**src/rtl/stream_iter_pkg.sv**
```systemverilog
package stream_iter_pkg;
  // Kind of work carried by one dispatch slot.
  typedef enum logic {
    SLOT_USE  = 1'b0,
    SLOT_STEP = 1'b1
  } slot_kind_e;

  // Larger of two unsigned values of equal width.
  function automatic logic [31:0] umax32(input logic [31:0] a, input logic [31:0] b);
    return (a < b) ? b : a;
  endfunction
endpackage

```
**src/rtl/iter_slot_decode.sv**
```systemverilog
module iter_slot_decode #(
  parameter int NUM_STREAMS = 4,
  parameter int SLOTS       = 2,
  parameter int ID_W        = 2,
  parameter int STEP_W      = 2
) (
  input  logic [SLOTS-1:0]             slot_vld,
  input  logic [SLOTS-1:0]             slot_step,
  input  logic [SLOTS*ID_W-1:0]        slot_id,
  output logic [NUM_STREAMS*STEP_W-1:0] step_cnt,
  output logic [SLOTS*STEP_W-1:0]      slot_off
);
  import stream_iter_pkg::*;

  // Total steps per stream in this cycle.
  for (genvar s = 0; s < NUM_STREAMS; s++) begin : g_cnt
    logic [STEP_W-1:0] acc;
    always_comb begin
      acc = '0;
      for (int k = 0; k < SLOTS; k++) begin
        if (slot_vld[k] && (slot_kind_e'(slot_step[k]) == SLOT_STEP) &&
            (slot_id[k*ID_W +: ID_W] == ID_W'(s)))
          acc = acc + STEP_W'(1);
      end
      step_cnt[s*STEP_W +: STEP_W] = acc;
    end
  end

  // Steps in older slots that name the same stream as slot k.
  for (genvar k = 0; k < SLOTS; k++) begin : g_off
    logic [STEP_W-1:0] acc;
    always_comb begin
      acc = '0;
      for (int j = 0; j < k; j++) begin
        if (slot_vld[j] && (slot_kind_e'(slot_step[j]) == SLOT_STEP) &&
            (slot_id[j*ID_W +: ID_W] == slot_id[k*ID_W +: ID_W]))
          acc = acc + STEP_W'(1);
      end
      slot_off[k*STEP_W +: STEP_W] = acc;
    end
  end
endmodule

```
**src/rtl/iter_lane.sv**
```systemverilog
module iter_lane #(
  parameter int ITER_W = 8,
  parameter int STEP_W = 2,
  parameter int SQ_W   = 2
) (
  input  logic [ITER_W-1:0] cur_spec,
  input  logic [ITER_W-1:0] cur_cmt,
  input  logic              cur_vld,
  input  logic [ITER_W-1:0] ckpt_spec,
  input  logic              ckpt_vld,
  input  logic              restore,
  input  logic              cfg_hit,
  input  logic              end_hit,
  input  logic              sq_hit,
  input  logic [SQ_W-1:0]   sq_cnt,
  input  logic              cmt_hit,
  input  logic [STEP_W-1:0] step_cnt,
  output logic [ITER_W-1:0] base_spec,
  output logic              base_vld,
  output logic [ITER_W-1:0] nxt_spec,
  output logic [ITER_W-1:0] nxt_cmt,
  output logic              nxt_vld
);
  logic [ITER_W-1:0] cmt_now;
  logic [ITER_W-1:0] headroom;
  logic [ITER_W-1:0] sq_ext;

  always_comb begin
    // Committed count including this cycle's commit; a fresh configure clears it.
    cmt_now  = (cfg_hit && !restore) ? '0 : cur_cmt + ITER_W'(cmt_hit);
    headroom = cur_spec - cmt_now;
    sq_ext   = ITER_W'(sq_cnt);

    // State seen by this cycle's lookups: configure, end and squash first.
    if (cfg_hit) begin
      base_vld  = 1'b1;
      base_spec = '0;
    end else begin
      base_vld = end_hit ? 1'b0 : cur_vld;
      if (sq_hit)
        base_spec = (headroom < sq_ext) ? cmt_now : cur_spec - sq_ext;
      else
        base_spec = cur_spec;
    end

    nxt_cmt = cmt_now;
    if (restore) begin
      nxt_vld  = ckpt_vld;
      nxt_spec = (ckpt_spec < cmt_now) ? cmt_now : ckpt_spec;
    end else begin
      nxt_vld  = base_vld;
      nxt_spec = base_vld ? base_spec + ITER_W'(step_cnt) : base_spec;
    end
  end
endmodule

```
**src/rtl/iter_lookup.sv**
```systemverilog
module iter_lookup #(
  parameter int NUM_STREAMS = 4,
  parameter int SLOTS       = 2,
  parameter int ID_W        = 2,
  parameter int ITER_W      = 8,
  parameter int STEP_W      = 2
) (
  input  logic [NUM_STREAMS*ITER_W-1:0] base_spec,
  input  logic [NUM_STREAMS-1:0]        base_vld,
  input  logic [SLOTS*ID_W-1:0]         slot_id,
  input  logic [SLOTS*STEP_W-1:0]       slot_off,
  output logic [SLOTS*ITER_W-1:0]       hit_iter,
  output logic [SLOTS-1:0]              hit_err
);
  for (genvar k = 0; k < SLOTS; k++) begin : g_slot
    logic [ID_W-1:0]   sid;
    logic [ITER_W-1:0] sel;
    always_comb begin
      sid = slot_id[k*ID_W +: ID_W];
      sel = base_spec[sid*ITER_W +: ITER_W];
      if (base_vld[sid]) begin
        hit_err[k]                   = 1'b0;
        hit_iter[k*ITER_W +: ITER_W] = sel + ITER_W'(slot_off[k*STEP_W +: STEP_W]);
      end else begin
        hit_err[k]                   = 1'b1;
        hit_iter[k*ITER_W +: ITER_W] = '0;
      end
    end
  end
endmodule

```
**src/rtl/stream_iter_map.sv**
```systemverilog
module stream_iter_map #(
  parameter int NUM_STREAMS = 4,
  parameter int SLOTS       = 2,
  parameter int ITER_W      = 8,
  parameter int SQ_W        = 2,
  localparam int ID_W       = (NUM_STREAMS > 1) ? $clog2(NUM_STREAMS) : 1,
  localparam int STEP_W     = $clog2(SLOTS + 1)
) (
  input  logic                    clk,
  input  logic                    rst,
  input  logic                    cfg_valid,
  input  logic [ID_W-1:0]         cfg_id,
  input  logic                    end_valid,
  input  logic [ID_W-1:0]         end_id,
  input  logic [SLOTS-1:0]        disp_valid,
  input  logic [SLOTS-1:0]        disp_step,
  input  logic [SLOTS*ID_W-1:0]   disp_id,
  input  logic                    commit_valid,
  input  logic [ID_W-1:0]         commit_id,
  input  logic                    squash_valid,
  input  logic [ID_W-1:0]         squash_id,
  input  logic [SQ_W-1:0]         squash_cnt,
  input  logic                    ckpt_take,
  input  logic                    flush_restore,
  output logic [SLOTS-1:0]        look_valid,
  output logic [SLOTS*ITER_W-1:0] look_iter,
  output logic [SLOTS-1:0]        look_err
);
  logic [NUM_STREAMS*ITER_W-1:0] spec_q, cmt_q, ckpt_spec_q;
  logic [NUM_STREAMS-1:0]        vld_q, ckpt_vld_q;
  logic [NUM_STREAMS*ITER_W-1:0] spec_d, cmt_d, base_spec;
  logic [NUM_STREAMS-1:0]        vld_d, base_vld;
  logic [NUM_STREAMS*STEP_W-1:0] step_cnt;
  logic [SLOTS*STEP_W-1:0]       slot_off;
  logic [SLOTS*ITER_W-1:0]       hit_iter;
  logic [SLOTS-1:0]              hit_err;
  logic [SLOTS-1:0]              live_slot;
  logic [SLOTS-1:0]              use_slot;

  // A flush cancels every dispatch slot of its cycle.
  assign live_slot = disp_valid & {SLOTS{~flush_restore}};
  assign use_slot  = live_slot & ~disp_step;

  iter_slot_decode #(
    .NUM_STREAMS(NUM_STREAMS), .SLOTS(SLOTS), .ID_W(ID_W), .STEP_W(STEP_W)
  ) i_decode (
    .slot_vld (live_slot),
    .slot_step(disp_step),
    .slot_id  (disp_id),
    .step_cnt (step_cnt),
    .slot_off (slot_off)
  );

  for (genvar s = 0; s < NUM_STREAMS; s++) begin : g_lane
    iter_lane #(.ITER_W(ITER_W), .STEP_W(STEP_W), .SQ_W(SQ_W)) i_lane (
      .cur_spec (spec_q[s*ITER_W +: ITER_W]),
      .cur_cmt  (cmt_q[s*ITER_W +: ITER_W]),
      .cur_vld  (vld_q[s]),
      .ckpt_spec(ckpt_spec_q[s*ITER_W +: ITER_W]),
      .ckpt_vld (ckpt_vld_q[s]),
      .restore  (flush_restore),
      .cfg_hit  (cfg_valid && (cfg_id == ID_W'(s))),
      .end_hit  (end_valid && (end_id == ID_W'(s))),
      .sq_hit   (squash_valid && (squash_id == ID_W'(s))),
      .sq_cnt   (squash_cnt),
      .cmt_hit  (commit_valid && (commit_id == ID_W'(s))),
      .step_cnt (step_cnt[s*STEP_W +: STEP_W]),
      .base_spec(base_spec[s*ITER_W +: ITER_W]),
      .base_vld (base_vld[s]),
      .nxt_spec (spec_d[s*ITER_W +: ITER_W]),
      .nxt_cmt  (cmt_d[s*ITER_W +: ITER_W]),
      .nxt_vld  (vld_d[s])
    );
  end

  iter_lookup #(
    .NUM_STREAMS(NUM_STREAMS), .SLOTS(SLOTS), .ID_W(ID_W),
    .ITER_W(ITER_W), .STEP_W(STEP_W)
  ) i_lookup (
    .base_spec(base_spec),
    .base_vld (base_vld),
    .slot_id  (disp_id),
    .slot_off (slot_off),
    .hit_iter (hit_iter),
    .hit_err  (hit_err)
  );

  always_ff @(posedge clk) begin
    if (rst) begin
      spec_q      <= '0;
      cmt_q       <= '0;
      vld_q       <= '0;
      ckpt_spec_q <= '0;
      ckpt_vld_q  <= '0;
    end else begin
      spec_q <= spec_d;
      cmt_q  <= cmt_d;
      vld_q  <= vld_d;
      if (ckpt_take) begin
        ckpt_spec_q <= spec_q;
        ckpt_vld_q  <= vld_q;
      end
    end
  end

  for (genvar k = 0; k < SLOTS; k++) begin : g_out
    always_ff @(posedge clk) begin
      if (rst) begin
        look_valid[k]                 <= 1'b0;
        look_err[k]                   <= 1'b0;
        look_iter[k*ITER_W +: ITER_W] <= '0;
      end else begin
        look_valid[k]                 <= use_slot[k];
        look_err[k]                   <= use_slot[k] & hit_err[k];
        look_iter[k*ITER_W +: ITER_W] <= use_slot[k] ? hit_iter[k*ITER_W +: ITER_W] : '0;
      end
    end
  end
endmodule

```
**config.mk**
```make
export PLATFORM = sky130hd
export DESIGN_NAME = stream_iter_map
export DESIGN_NICKNAME = d
export VERILOG_FILES = /design/src/rtl/stream_iter_pkg.sv /design/src/rtl/iter_slot_decode.sv /design/src/rtl/iter_lane.sv /design/src/rtl/iter_lookup.sv /design/src/rtl/stream_iter_map.sv
export SDC_FILE = /design/constraint.sdc
export NUM_CORES = 1
export LEC_CHECK = 0
export BUFFER_PORTS_ARGS = -buffer_cell sky130_fd_sc_hd__buf_2
export CELL_PAD_IN_SITES_DETAIL_PLACEMENT = 0
export CELL_PAD_IN_SITES_GLOBAL_PLACEMENT = 1
export CORE_MARGIN = 2
export CORE_UTILIZATION = 48
export DETAILED_ROUTE_END_ITERATION = 7
export PLACE_DENSITY = 0.89
export RECOVER_POWER = 100
export SLEW_MARGIN = 10
export SYNTH_ARGS = -nofsm -noshare
export SYNTH_HDL_FRONTEND = slang
export SYNTH_SLANG_ARGS = --single-unit
```
**constraint.sdc**
```tcl
create_clock -name clk -period 6.7 [get_ports clk]
set_input_delay 0.335 -clock clk [delete_from_list [all_inputs] [get_ports clk]]
set_output_delay 0.335 -clock clk [all_outputs]
set_load 0.05 [all_outputs]
```
=== After elaboration in Yosys (flattened, before gate mapping) ===
Cells that the tools add are included.

* Output and inout bits: 20
* Register bits: 124

* $lt $le $gt $ge: 10
* Add/sub/neg operators: 21
* Bitwise gates (word level): 10
* Equal/unequal tests: 19
* Reduce and logical (&&, ||, !) cells: 40
* Shifts and indexed selects: 2
* Mux-type cells: 55

{| class="wikitable"
|+ Operators by type and width
! kind !! number
|-
| 8-bit 2-to-1 mux || 28
|-
| 32-bit by 6-bit variable part select with 8-bit output || 2
|-
| 8-bit by 1-bit adder with 8-bit output || 5
|-
| 8-bit by 2-bit adder with 8-bit output || 4
|-
| 8-bit by 2-bit < comparator with 1-bit output || 4
|-
| 8-bit < comparator || 4
|-
| 8-bit by 2-bit subtractor with 8-bit output || 4
|-
| 8-bit subtractor || 4
|-
| 1-bit logical AND || 31
|-
| 2-bit equality test (second input constant) || 12
|-
| 1-bit 2-to-1 mux || 21
|-
| 2-bit by 1-bit equality test with 1-bit output (second input constant) || 6
|-
| 2-bit zero test || 6
|-
| 2-bit by 1-bit adder with 2-bit output (second input constant) || 4
|-
| 2-bit 2-to-1 mux || 4
|-
| 2-bit by 3-bit < comparator with 1-bit output (second input constant) || 2
|-
| 3-bit OR reduction || 2
|-
| 1-bit NOT || 5
|-
| 2-bit bitwise AND || 2
|-
| 1-bit binary-select mux with 2-bit select || 2
|-
| 1-bit bitwise AND || 2
|-
| 2-bit equality test || 1
|-
| 2-bit NOT || 1
|-
| 1-bit zero test || 1
|}

=== Depth between registers and ports, before layout ===
* Depth in word-level cells: 12
* Mapped depth: 26
* Mapped depth without buffers: 25

=== Modules after synthesis ===
A second synthesis with hierarchy kept.

* Cells, all modules: 1,309
* Area total of the unflattened synthesis: 11,198.2 um2

{| class="wikitable"
|+ Modules (own cells, without submodules)
! module !! seq. area each (um2) !! instances !! cells an instance !! area an instance (um2)
|-
| stream_iter_map || 2,482.4 || 1 || 322 || 3,786.1
|-
| iter_lane (g_lane[0].i_lane) || 0.0 || 1 || 220 || 1,705.4
|-
| iter_lane (g_lane[1].i_lane) || 0.0 || 1 || 219 || 1,579.0
|-
| iter_lane (g_lane[3].i_lane) || 0.0 || 1 || 225 || 1,570.3
|-
| iter_lane (g_lane[2].i_lane) || 0.0 || 1 || 222 || 1,534.0
|-
| iter_lookup || 0.0 || 1 || 80 || 853.3
|-
| iter_slot_decode || 0.0 || 1 || 21 || 170.2
|}

=== Worst setup path after synthesis ===
No wires, ideal clock.

* Path kind: input -> register
* Start point: input port flush_restore
* End point: register spec_q[6]
* Path buffers: 3
* Stages on the path: 25
* Path slack: 1,399 ps
* Data arrival time: 5,216 ps
* Library setup time: 86 ps
* Cells stage by stage: buf_6 -> or4b_1 -> buf_2 -> nand2_1 -> inv_1 -> ha_1 -> inv_1 -> fa_1 -> ha_1 -> a2111oi_0 -> nor4bb_1 -> o211a_1 -> and3_1 -> buf_6 -> a21oi_1 -> a211oi_1 -> ha_1 -> inv_1 -> fa_1 -> nor2_1 -> nand4_1 -> nor4_1 -> xnor2_1 -> nor2_1 -> a211oi_1

* Word-level cells in the longest chain between the ends: 11
* Elaborated cells on any way between the ends: 22
* Those cells by class: add/sub (3); order compare (2); mux (9); bitwise (2); reduce/logical (6)

{| class="wikitable"
|+ Ends and longest elaborated chain
! element !! RTL line !! source
|-
| start: declaration || stream_iter_map.sv:24 || <nowiki>input logic flush_restore,</nowiki>
|-
| 1-bit zero test (*) || iter_lane.sv:30 || <nowiki>cmt_now = (cfg_hit && !restore) ? '0 : cur_cmt + ITER_W'(cmt_hit);</nowiki>
|-
| 1-bit logical AND (*) || iter_lane.sv:30 ||
|-
| 8-bit 2-to-1 mux (*) || iter_lane.sv:30 ||
|-
| net cmt_d[0] || stream_iter_map.sv:31 || <nowiki>logic [NUM_STREAMS*ITER_W-1:0] spec_d, cmt_d, base_spec;</nowiki>
|-
| 8-bit subtractor || iter_lane.sv:31 || <nowiki>headroom = cur_spec - cmt_now;</nowiki>
|-
| 8-bit by 2-bit < comparator with 1-bit output || iter_lane.sv:41 || <nowiki>base_spec = (headroom < sq_ext) ? cmt_now : cur_spec - sq_ext;</nowiki>
|-
| 8-bit 2-to-1 mux || iter_lane.sv:41 ||
|-
| 8-bit 2-to-1 mux || iter_lane.sv:40 || <nowiki>if (sq_hit)</nowiki>
|-
| 8-bit 2-to-1 mux || iter_lane.sv:35 || <nowiki>if (cfg_hit) begin</nowiki>
|-
| 8-bit by 2-bit adder with 8-bit output || iter_lane.sv:52 || <nowiki>nxt_spec = base_vld ? base_spec + ITER_W'(step_cnt) : base_spec;</nowiki>
|-
| 8-bit 2-to-1 mux || iter_lane.sv:52 ||
|-
| 8-bit 2-to-1 mux (*) || iter_lane.sv:47 || <nowiki>if (restore) begin</nowiki>
|-
| end signal: assignment || stream_iter_map.sv:96 || <nowiki>spec_q <= spec_d;</nowiki>
|-
| end: declaration || stream_iter_map.sv:29 || <nowiki>logic [NUM_STREAMS*ITER_W-1:0] spec_q, cmt_q, ckpt_spec_q;</nowiki>
|}

The timed path passes the listed nets; every way through them passes the cells marked *.
A chain may end at the register's enable or synchronous reset.

=== Final worst setup path ===
* Start point: input port flush_restore
* End point: register spec_q[20]

The elaborated chain is that of the path after synthesis.

==> results.toml <==
[final_layout]
final_cells = 1603
ff_latch_area_mm2 = 0.00248
area_growth_syn_to_layout_pct = 9.37
nFillCells = 2029
nets = 1444
n_antenna_cell = 0
drive_gt1_share_pct = 8.36
multi_input_area_mm2 = 0.00741

[clock_network]
cts-root-buf = "clkbuf_16"
hold_buffers = 0
insertion_delay_ns = 0.43
h-tree-depth = 4
numCtsBuffers = 17
cts.path.max_buffers = 2
cts.sinks = 124
clkTransAtPathRegs_ns = 0.06
post_cts_resized = 0
cts_tree = "built"
post_cts_buffers = 0

[global_routing]
first_global_vias = 8935
antenna_found_initial = 1
grt_pass1_wl_um = 48500
gr-total-overflow = 0
track_usage_pct = 27.4
grt_max_degree = 72

[detailed_routing]
wl_um = 30700
drt_iter0_markers = 733
drc = 0
first_pass_iters = 6
vias = 9721
routedWlPerCell_um = 19.1
via_per_inst = 6.06
postRouteAntennaNets = 0

[synth]
synth_edf_count = 0
synth_area_mm2 = 0.0104
syn_inst = 1292
async_reset_ff_share_pct = 0
avgSynthCellArea_um2 = 8.06
yosys_warnings = 0
yosys.area.top_type_share_pct = 23.9
yosys.area.top_type = "dfxtp_1"
netlist_top_cells_area = "dfxtp_1 (24%), ha_1 (11%), nor2_1 (6.9%), mux2i_1 (6.7%), nand2_1 (3.5%)"
yosysUniqueCellTypes = 93
syn-num-nets = 1420
ys_ff_latch = 124
synthFlopType = "dfxtp_1"
seq_area_frac_synth_pct = 23.9

[die]
rows = 53
ios = 46
die_h_um = 151
design.core.area_mm2 = 0.0212
dieWidth_um = 151
dieArea_mm2 = 0.0229
initial_utilization_pct = 49.2

[setup_path]
critPathArrivalTime_ns = 6.28
cpPeakStageDelay_ns = 0.56
worst-path-max-fanout = 20
crit_slowest_cell = "a211oi_1"
r2r_slack_ns = 1.05
worstPathCellList = "buf_2 -> buf_4 -> nand4bb_1 -> nand2_1 -> inv_1 -> ha_1 -> inv_1 -> fa_1 -> ha_1 -> a2111o_1 -> a311oi_1 -> nand2_1 -> nor3_4 -> a211oi_1 -> a211oi_1 -> ha_1 -> inv_1 -> fa_1 -> nor4_1 -> xor2_1 -> nor2_1 -> a211oi_1"
timing.rr.start = "cmt_q[1]"
cp.required_ns = 7.02
end_kind = "flop"
reg2reg_to = "spec_q[6]"
worstSetupPathType = "primary input to flop"
r2r_cells = 22
cp-start-kind = "primary input"

[sta]
fin_tns_setup_ns = 0
fmax_ghz = 0.168
skew_ns = 0.0110
setup_violations = 0
slew_headroom_pct = -123
slew_viol_final = 146
timing.final.ws_setup_ns = 0.741
fin_crit_ns = 5.96
rsz0062_at_grt = "false"
finalHoldViolations = 0
tightest_slew_ns = 3.35
period_share_pct = 88.9

[power]
p_leak_nw = 4.64
peakVddDrop_mv = 0.132
seq_power_share_pct = 34.0
power_mw = 2.34
pwr_density_cell_mw_per_mm2 = 205
combPwrFrac_pct = 25.6
internal_power_mw = 1.59
p_sw_uw = 749
switching_share_pct = 32.1
clkPwrFrac_pct = 40.5

[status]
outcome = "complete, but fails checks"
violations = "max-capacitance violations, max-slew violations"

[placed_design]
hpwl_um = 23300
placed_cells = 1572
pre_cts_ws_ns = 0.441
gp_congestion = 0.942
portBuffers = 45

[worst_hold_path]
hp-class = "primary input to flop"
min_delay_worst_endpoint = "look_valid[0]"
min-delay-start = "disp_step[0]"
min_path_cells = 2

[job]
max_cap_violations = 3
-- placed cells by master, fill, tap and decap left out, types with 22 or more instances in the layout --
master,Yosys,final
nor3_1,28,28
clkbuf_1,37,28
mux2i_1,70,70
o21ai_0,40,42
inv_1,66,66
a211oi_1,44,45
a21oi_1,71,71
buf_2,7,22
nand2_1,97,97
xor2_1,28,28
nand3_1,35,35
dfxtp_1,124,124
ha_1,90,90
xnor2_1,32,32
nor2_1,191,191
-- worst max path at each step --
stage                  start         end  slack (ns)
2_1_floorplan  flush_restore   spec_q[6]        1.40
3_3_place_gp   flush_restore  spec_q[20]        0.50
3_5_place_dp   flush_restore  spec_q[20]        0.44
4_1_cts        flush_restore  spec_q[20]        0.83
5_1_grt        flush_restore  spec_q[20]        0.33
6_report       flush_restore  spec_q[20]        0.74
-- through the flow --
step	utilization, %	hold WS, ns	cell area [µm²]
finish	53.8	0.132	11400
global route	53.8	0.134	11400
CTS	54.1	0.126	11500
detailed placement	51.3	0.481	10900
global placement	51.3	0.467	10900
floorplan	-	0.439	10400
-- cells by family (layout without fill, tap and decap cells) --
logic type,Yosys count,count (layout),share of synthesized area (%)
buffers and inverters,122,158,4.66
xor gates and xnor gates,62,62,5.49
muxes,82,82,8.90
and+or+nand+nor,510,510,24.4
adders and majority gates,102,102,13.1
DFF,124,124,23.9
AOI/OAI and AO/OA,290,290,19.5
-- per-layer routing --
metal	vias to the layer above	GRT usage (%)	routed length, µm
li1	4751	-	-
met1	4558	38.5	14100
met2	362	43.1	13600
met3	48	4.67	2270
met4	2	8.32	696
met5	-	0	19
-- cell type report --
class / count / share of cell area (%)
Clock buffer: 20 / 3.92
Clock inverter: 11 / 1.28
Inverter: 66 / 2.18
Multi-Input combinational cell: 1046 / 65.1
Sequential cell: 124 / 21.8
Tap cell: 275 / 3.02
Timing Repair Buffer: 61 / 2.68
-- state kept, by name (all words and copies together) (netlist names) --
name         cells
look_err         2
spec_q          32
look_iter       16
vld_q            4
ckpt_vld_q       4
cmt_q           32
look_valid       2
ckpt_spec_q     32
-- synth_stat cells (12+ instances only) --
library cell  count
and2_1           14
clkbuf_1         37
or3_1            16
nor2_1          191
nand3_1          35
nor2b_1          16
mux2i_1          70
nand2_1          97
a211oi_1         44
ha_1             90
nor4_1           15
and3_1           17
xor2_1           28
o21a_1           14
o31ai_1          12
nor3_1           28
dfxtp_1         124
a21oi_1          71
nor3b_1          12
fa_1             12
o21ai_0          40
inv_1            66
xnor2_1          32
-- power by group through the flow --
stage	clock, mW	combinational [mW]	sequential [mW]
final	0.946	0.598	0.794
after global routing	0.989	0.658	0.797
after CTS	0.957	0.589	0.793
after floorplan	0	0.444	0.801
after detailed placement	0	0.584	0.809
after global placement	0	0.578	0.809
-- critical path: cells and delay by family --
kind	cells	cell delay (ns)
and+or+nand+nor	6	1.86
adders and majority gates	5	1.62
AOI/OAI and AO/OA	5	1.59
buffers and inverters	5	0.70
xor gates and xnor gates	1	0.19
Note: power is estimated with default switching activity, not from simulation.
